==> config.mk <==
export PLATFORM = sky130hd
export DESIGN_NAME = instr_byte_queue
export DESIGN_NICKNAME = d
export VERILOG_FILES = /design/src/rtl/ibq_pkg.sv /design/src/rtl/ibq_store.sv /design/src/rtl/ibq_ptrs.sv /design/src/rtl/ibq_status.sv /design/src/rtl/instr_byte_queue.sv
export SDC_FILE = /design/constraint.sdc
export NUM_CORES = 2
export LEC_CHECK = 0
export BUFFER_PORTS_ARGS = -buffer_cell sky130_fd_sc_hd__buf_2
export CAP_MARGIN = 30
export CORE_ASPECT_RATIO = 0.6
export CORE_MARGIN = 1
export CORE_UTILIZATION = 45
export CTS_BUF_LIST = sky130_fd_sc_hd__clkbuf_4
export DETAILED_ROUTE_END_ITERATION = 16
export RECOVER_POWER = 50
export SYNTH_ARGS = -nofsm -noshare
export SYNTH_HDL_FRONTEND = slang
export SYNTH_SLANG_ARGS = --single-unit
==> constraint.sdc <==
create_clock -name clk -period 7.1 [get_ports clk]
set_clock_uncertainty 0.05 [all_clocks]
set_input_delay 1.065 -clock clk [delete_from_list [all_inputs] [get_ports clk]]
set_output_delay 1.065 -clock clk [all_outputs]
set_load 0.01 [all_outputs]
==> src/rtl/ibq_pkg.sv <==
package ibq_pkg;

  typedef enum logic {
    LVL_READY = 1'b0,
    LVL_BUSY  = 1'b1
  } line_level_e;

  // Pointers carry one extra wrap bit above the index.
  // Equal index plus differing wrap bits means the store is full.
  function automatic logic wrap_full(input logic wr_wrap,
                                     input logic rd_wrap,
                                     input logic idx_same);
    return idx_same && (wr_wrap != rd_wrap);
  endfunction

endpackage

==> src/rtl/ibq_store.sv <==
module ibq_store #(
  parameter int DATA_W = 8,
  parameter int ADDR_W = 8
) (
  input  logic              clk,
  input  logic              wr_en,
  input  logic [ADDR_W-1:0] wr_addr,
  input  logic [DATA_W-1:0] wr_data,
  input  logic [ADDR_W-1:0] rd_addr,
  output logic [DATA_W-1:0] rd_data
);
  localparam int SLOTS = 1 << ADDR_W;

  logic [DATA_W-1:0] cells [SLOTS];

  always_ff @(posedge clk) begin
    if (wr_en) cells[wr_addr] <= wr_data;
  end

  assign rd_data = cells[rd_addr];
endmodule

==> src/rtl/ibq_ptrs.sv <==
module ibq_ptrs
  import ibq_pkg::*;
#(
  parameter int ADDR_W = 8
) (
  input  logic              clk,
  input  logic              rst,
  input  logic              push_req,
  input  logic              pop_req,
  output logic              push_ok,
  output logic              pop_ok,
  output logic              full,
  output logic              empty,
  output logic              empty_next,
  output logic [ADDR_W-1:0] wr_addr,
  output logic [ADDR_W-1:0] rd_addr
);
  localparam int PTR_W = ADDR_W + 1;

  logic [PTR_W-1:0] wr_q, rd_q, wr_n, rd_n;

  assign empty   = (wr_q == rd_q);
  assign full    = wrap_full(wr_q[ADDR_W], rd_q[ADDR_W],
                             wr_q[ADDR_W-1:0] == rd_q[ADDR_W-1:0]);
  assign push_ok = push_req && !full;
  assign pop_ok  = pop_req && !empty;

  always_comb begin
    wr_n = wr_q + PTR_W'(push_ok);
    rd_n = rd_q + PTR_W'(pop_ok);
  end

  assign empty_next = (wr_n == rd_n);

  always_ff @(posedge clk) begin
    if (rst) begin
      wr_q <= '0;
      rd_q <= '0;
    end else begin
      wr_q <= wr_n;
      rd_q <= rd_n;
    end
  end

  assign wr_addr = wr_q[ADDR_W-1:0];
  assign rd_addr = rd_q[ADDR_W-1:0];
endmodule

==> src/rtl/ibq_status.sv <==
module ibq_status
  import ibq_pkg::*;
(
  input  logic clk,
  input  logic rst,
  input  logic byte_seen,
  input  logic drop,
  input  logic queue_empty_next,
  input  logic trace_empty,
  input  logic debug_active,
  output logic busy_level,
  output logic overflow
);
  line_level_e lvl_q, lvl_d;
  logic        ovf_q;

  always_comb begin
    lvl_d = LVL_READY;
    if (byte_seen || !queue_empty_next || !trace_empty || debug_active)
      lvl_d = LVL_BUSY;
  end

  always_ff @(posedge clk) begin
    if (rst) begin
      lvl_q <= LVL_READY;
      ovf_q <= 1'b0;
    end else begin
      lvl_q <= lvl_d;
      if (drop) ovf_q <= 1'b1;
    end
  end

  assign busy_level = (lvl_q == LVL_BUSY);
  assign overflow   = ovf_q;
endmodule

==> src/rtl/instr_byte_queue.sv <==
module instr_byte_queue #(
  parameter int DATA_W = 8,
  parameter int DEPTH  = 256
) (
  input  logic              clk,
  input  logic              rst,
  input  logic              in_valid,
  output logic              in_ready,
  input  logic [DATA_W-1:0] in_data,
  output logic              out_valid,
  input  logic              out_ready,
  output logic [DATA_W-1:0] out_data,
  input  logic              trace_empty,
  input  logic              debug_active,
  output logic              busy_level,
  output logic              overflow
);
  localparam int ADDR_W = $clog2(DEPTH);

  logic              push_ok, pop_ok, full, empty, empty_next;
  logic [ADDR_W-1:0] wr_addr, rd_addr;

  ibq_ptrs #(.ADDR_W(ADDR_W)) u_ptrs (
    .clk        (clk),
    .rst        (rst),
    .push_req   (in_valid),
    .pop_req    (out_ready),
    .push_ok    (push_ok),
    .pop_ok     (pop_ok),
    .full       (full),
    .empty      (empty),
    .empty_next (empty_next),
    .wr_addr    (wr_addr),
    .rd_addr    (rd_addr)
  );

  ibq_store #(.DATA_W(DATA_W), .ADDR_W(ADDR_W)) u_store (
    .clk     (clk),
    .wr_en   (push_ok),
    .wr_addr (wr_addr),
    .wr_data (in_data),
    .rd_addr (rd_addr),
    .rd_data (out_data)
  );

  ibq_status u_status (
    .clk              (clk),
    .rst              (rst),
    .byte_seen        (in_valid),
    .drop             (in_valid && full),
    .queue_empty_next (empty_next),
    .trace_empty      (trace_empty),
    .debug_active     (debug_active),
    .busy_level       (busy_level),
    .overflow         (overflow)
  );

  assign in_ready  = !full;
  assign out_valid = !empty;

  logic unused_pop;
  assign unused_pop = pop_ok;
endmodule

==> tab_implementation.tex <==
\begin{tabular}{lr}
\hline
Metric & Value \\
\hline
\multicolumn{2}{l}{\textbf{Routing}} \\
\quad Post-route DRC & 0 \\
\quad Aggregate routed wire length & 235.4 mm \\
\quad Vias per inst & roughly 6.2 \\
\quad Total vias in the final route & roughly 44,000 \\
\quad Remaining antenna violation count after routing & 0 \\
\quad Detailed router's first-iteration violation count & 6,435 \\
\quad Detailed-routing iteration count for the pre-antenna-repair pass & 8 \\
\quad Post-detailed-route wirelength per cell & 33.35 um \\
\multicolumn{2}{l}{\textbf{GRT}} \\
\quad Initial antenna violation count & 12 \\
\quad Number of global-route vias before repair & between 40,000 and 50,000 \\
\quad Overall track demand over capacity in global routing & 25.90\% \\
\quad Residual overflow from global routing & 0 \\
\quad Global-route wire length before repair & between 300 and 400 mm \\
\quad Pin count of the biggest net entering global routing & between 150 and 200 \\
\multicolumn{2}{l}{\textbf{Worst setup path}} \\
\quad Startpoint types & flop \\
\quad Path depth of the worst reg2reg path & 8 \\
\quad Critical Path Start & u\_ptrs.rd\_q[1] \\
\quad Startpoint of the worst register-to-register path & u\_ptrs.rd\_q[3] \\
\quad Critical Path AT & around 5.7 ns \\
\quad Endpoint kind of the worst setup timing path & output pin \\
\quad CP Data Required Time & around 6 ns \\
\quad Maximum fanout count along the critical path & 33 \\
\quad Critical path class & reg -> out \\
\quad Worst setup endpoint & out\_data[7] \\
\quad Destination of the worst register-to-register timing path & u\_store.cells[144][6] \\
\quad Flop2flop setup slack & $\sim$2.3 ns \\
\multicolumn{2}{l}{\textbf{STA}} \\
\quad Final-report hold violation count & 0 \\
\quad Shortest period the worst path allows & roughly 7 ns \\
\quad Number of max-slew violations in the final report & roughly 1,700 \\
\quad Fraction of the cycle the final worst path needs & between 90\% and 100\% \\
\quad Fmax & around 150 MHz \\
\quad Worst Tran Pin Value & $\sim$6.5 ns \\
\quad Final setup TNS & 0 ns \\
\quad Endpoints failing setup & 0 \\
\quad Headroom to the max-slew limit & -331.1\% \\
\quad RSZ-0062 raised after global routing & no \\
\multicolumn{2}{l}{\textbf{Logic synthesis}} \\
\quad Synth cell types & 78 \\
\quad Ys Warns & 0 \\
\quad Cell accounting for the most synthesized area & sky130\_fd\_sc\_hd\_\_edfxtp\_1 \\
\quad Cell count after synthesis & 3,960 \\
\quad Synthesized net count & 3,979 \\
\quad Cell Area, Synth & 81,050 sq um \\
\quad Area share of the largest cell type after synthesis & roughly three quarters \\
\quad Most frequently used cell type in the post-synthesis netlist & sky130\_fd\_sc\_hd\_\_edfxtp\_1 \\
\quad Prevailing post-synth register cell & sky130\_fd\_sc\_hd\_\_edfxtp\_1 \\
\quad Largest cells by area after synthesis & sky130\_fd\_sc\_hd\_\_edfxtp\_1, sky130\_fd\_sc\_hd\_\_mux4\_2, sky130\_fd\_sc\_hd\_\_mux2i\_1 \\
\quad Synthesized flop and latch total & roughly 2,100 \\
\quad Leading post-synthesis cells by instance count & sky130\_fd\_sc\_hd\_\_edfxtp\_1, sky130\_fd\_sc\_hd\_\_mux4\_2, sky130\_fd\_sc\_hd\_\_nor2\_1, sky130\_fd\_sc\_hd\_\_mux2i\_1, sky130\_fd\_sc\_hd\_\_nand2\_1 \\
\quad Sequential element share of the synthesized area & 76.37\% \\
\quad Proportion of register bits with asynchronous set or reset after synthesis & 0\% \\
\quad Post-synth EDFFs & $\sim$2,000 \\
\quad Mean Syn Cell Area & about 20 sq um \\
\multicolumn{2}{l}{\textbf{Placement}} \\
\quad Number of input and output port buffers inserted & 25 \\
\quad Number of placed cells counting well taps & about 6,300 \\
\quad Final Wtd Congestion & between 0.9 and 1 \\
\quad Area after detailed placement & 84,010 sq um \\
\quad Detail Placement HPWL & between 100 and 150 mm \\
\multicolumn{2}{l}{\textbf{Die}} \\
\quad Placeable core region & roughly 180,000 sq um \\
\quad Number of standard-cell rows in the floorplan & 120 \\
\quad Overall die area & approximately 180,000 sq um \\
\quad Starting utilization of the core area & 45.36\% \\
\quad Die extent in x & 549.9 um \\
\quad Height of the chip & $\sim$330 um \\
\quad I/O pin count & 26 \\
\multicolumn{2}{l}{\textbf{CTS}} \\
\quad Clock sink total & around 2,100 \\
\quad Number of CTS-inserted buffers & approximately 450 \\
\quad TritonCTS clock tree & built \\
\quad Clk Tree Root Cell & sky130\_fd\_sc\_hd\_\_clkbuf\_4 \\
\quad Post-cts resize count & 0 \\
\quad Hold\_buf cts & 0 \\
\quad Clock input transition at the sequential cells of the worst setup and hold paths & 0.08 ns \\
\quad Number of post-CTS setup repair buffers & 0 \\
\quad Worst-case clock buffer depth & 4 \\
\quad Clk Latency, worst-skew pair & between 1 and 1.5 ns \\
\quad Number of H-tree levels & 5 \\
\multicolumn{2}{l}{\textbf{Finish}} \\
\quad Area Growth Syn to Fin & 10.59\% \\
\quad Post-layout nets & about 4,400 \\
\quad Final-layout fill cell count & roughly 15,000 \\
\quad Layout cells sized above 1 & between 20\% and 30\% \\
\quad Post-route cell area & between 80,000 and 90,000 sq um \\
\quad Final Instance Count excl. Fillers & between 7,000 and 8,000 \\
\multicolumn{2}{l}{\textbf{Pwr}} \\
\quad Leakage dissipation & 0.02733 uW \\
\quad Worst IR Drop VDD & between 0.2 and 0.25 mV \\
\quad Pwr/cell area & 282.4 nW/um\^{}2 \\
\multicolumn{2}{l}{\textbf{Run status}} \\
\quad Violated checks & capacitance limit, slew limit \\
\quad Run status & finished, violations left \\
\multicolumn{2}{l}{\textbf{Hold path}} \\
\quad Number of instances on the worst hold path & 3 \\
\quad Class of the tightest hold or removal check & in -> reg \\
\multicolumn{2}{l}{\textbf{Job}} \\
\quad Max Cap Viol & 15 \\
\hline
\end{tabular}
==> sequential cells by signal (all words and copies together), names as in the netlist <==
register	flops
u_ptrs.rd_q	9
u_status.overflow	1
u_status.busy_level	1
u_store.cells	2048
u_ptrs.wr_q	9
==> layer usage <==
| layer | vias to the layer above | routed length, um | track usage, % |
|---|---|---|---|
| met5 | - | 46 | 0 |
| met4 | 8 | 4557 | 6.387 |
| li1 | 17460 | - | - |
| met3 | 373 | 31690 | 9.773 |
| met2 | 2846 | 96520 | 34.57 |
| met1 | 23000 | 102600 | 39.64 |
==> critical path, cell delays in order (launching register included) <==
cell	delay, ns
sky130_fd_sc_hd__dfxtp_4	0.68
sky130_fd_sc_hd__buf_12	0.30
sky130_fd_sc_hd__buf_4	0.27
sky130_fd_sc_hd__buf_4	0.51
sky130_fd_sc_hd__buf_4	0.34
sky130_fd_sc_hd__mux2i_1	0.22
sky130_fd_sc_hd__o221ai_1	0.19
sky130_fd_sc_hd__a211oi_1	0.42
sky130_fd_sc_hd__a211oi_1	0.18
sky130_fd_sc_hd__a311oi_1	0.73
sky130_fd_sc_hd__nor4_1	0.13
sky130_fd_sc_hd__buf_2	0.20
sky130_fd_sc_hd__buf_4	0.13
sky130_fd_sc_hd__buf_2	0.13
==> metrics by stage <==
step	setup WS, ns	total power (uW)	hold WS [ns]	util, %
4_1_cts	0.1382	25400	0.07246	50.22
5_1_grt	0.1693	26160	0.1003	50.16
2_1_floorplan	3.636	15520	0.4522	-
3_5_place_dp	1.455	16320	0.4533	47.02
6_report	0.2985	25310	0.1723	50.17
3_3_place_gp	0.8978	16290	0.4368	46.93
==> how the worst min path moves through the flow <==
| stage | start | to | slack, ns |
|---|---|---|---|
| 3_5_place_dp | u_status.overflow | u_status.overflow | 0.45 |
| 2_1_floorplan | u_status.overflow | u_status.overflow | 0.45 |
| 6_report | in_valid | u_status.overflow | 0.17 |
| 5_1_grt | in_valid | u_status.overflow | 0.10 |
| 3_3_place_gp | u_status.overflow | u_status.overflow | 0.44 |
| 4_1_cts | in_valid | u_status.overflow | 0.07 |
==> cell type report <==
cell class                 instances  area, sq um  share of cell area [%]
antenna                            6        15.01                 0.01675
clock buffer                     693         5202                   5.804
clock inverter                    92        519.2                  0.5793
inverter                          12        47.55                 0.05304
multi-input combinational       1634        17510                   19.53
sequential                      2068        61920                   69.08
tap                             2379         2977                   3.321
timing repair buffer             173         1450                   1.618
==> power by group <==
part	total, uW	internal (uW)	switching [uW]
clock	9240	4600	4650
combinational	2590	1110	1470
sequential	13500	13400	42.3
total	25300	19200	6160
==> kinds of logic (layout without fill, tap and decap cells) <==
group	Yosys count	in the layout	share of synthesized area, %
buffers and inverters	258	970	2.112
adder cells (fa/ha/maj)	5	5	0.07719
AND/OR/NAND/NOR	502	502	2.651
AO/OA/AOI/OAI	415	415	3.736
flip-flops	2068	2068	76.37
multiplexers	680	680	14.71
XOR/XNOR	32	32	0.3458
other	0	6	0
==> placed cells by master (no fill, tap or decap), types with 11 or more instances in the layout <==
| master | n |
|---|---|
| sky130_fd_sc_hd__clkinv_1 | 72 |
| sky130_fd_sc_hd__nor2b_1 | 14 |
| sky130_fd_sc_hd__a211oi_1 | 23 |
| sky130_fd_sc_hd__a22oi_1 | 67 |
| sky130_fd_sc_hd__mux2_2 | 30 |
| sky130_fd_sc_hd__mux2i_1 | 250 |
| sky130_fd_sc_hd__nand2_1 | 82 |
| sky130_fd_sc_hd__nor2_1 | 302 |
| sky130_fd_sc_hd__o221ai_1 | 54 |
| sky130_fd_sc_hd__nor3_1 | 11 |
| sky130_fd_sc_hd__mux4_1 | 19 |
| sky130_fd_sc_hd__buf_12 | 19 |
| sky130_fd_sc_hd__xnor2_1 | 23 |
| sky130_fd_sc_hd__o22ai_1 | 27 |
| sky130_fd_sc_hd__buf_4 | 110 |
| sky130_fd_sc_hd__clkbuf_1 | 12 |
| sky130_fd_sc_hd__dfxtp_1 | 13 |
| sky130_fd_sc_hd__nand3_1 | 27 |
| sky130_fd_sc_hd__a221oi_1 | 41 |
| sky130_fd_sc_hd__o21ai_0 | 44 |
| sky130_fd_sc_hd__mux4_2 | 381 |
| sky130_fd_sc_hd__a21oi_1 | 68 |
| sky130_fd_sc_hd__clkbuf_4 | 697 |
| sky130_fd_sc_hd__buf_2 | 22 |
| sky130_fd_sc_hd__edfxtp_1 | 2048 |
(Power assumes the default switching activity.)
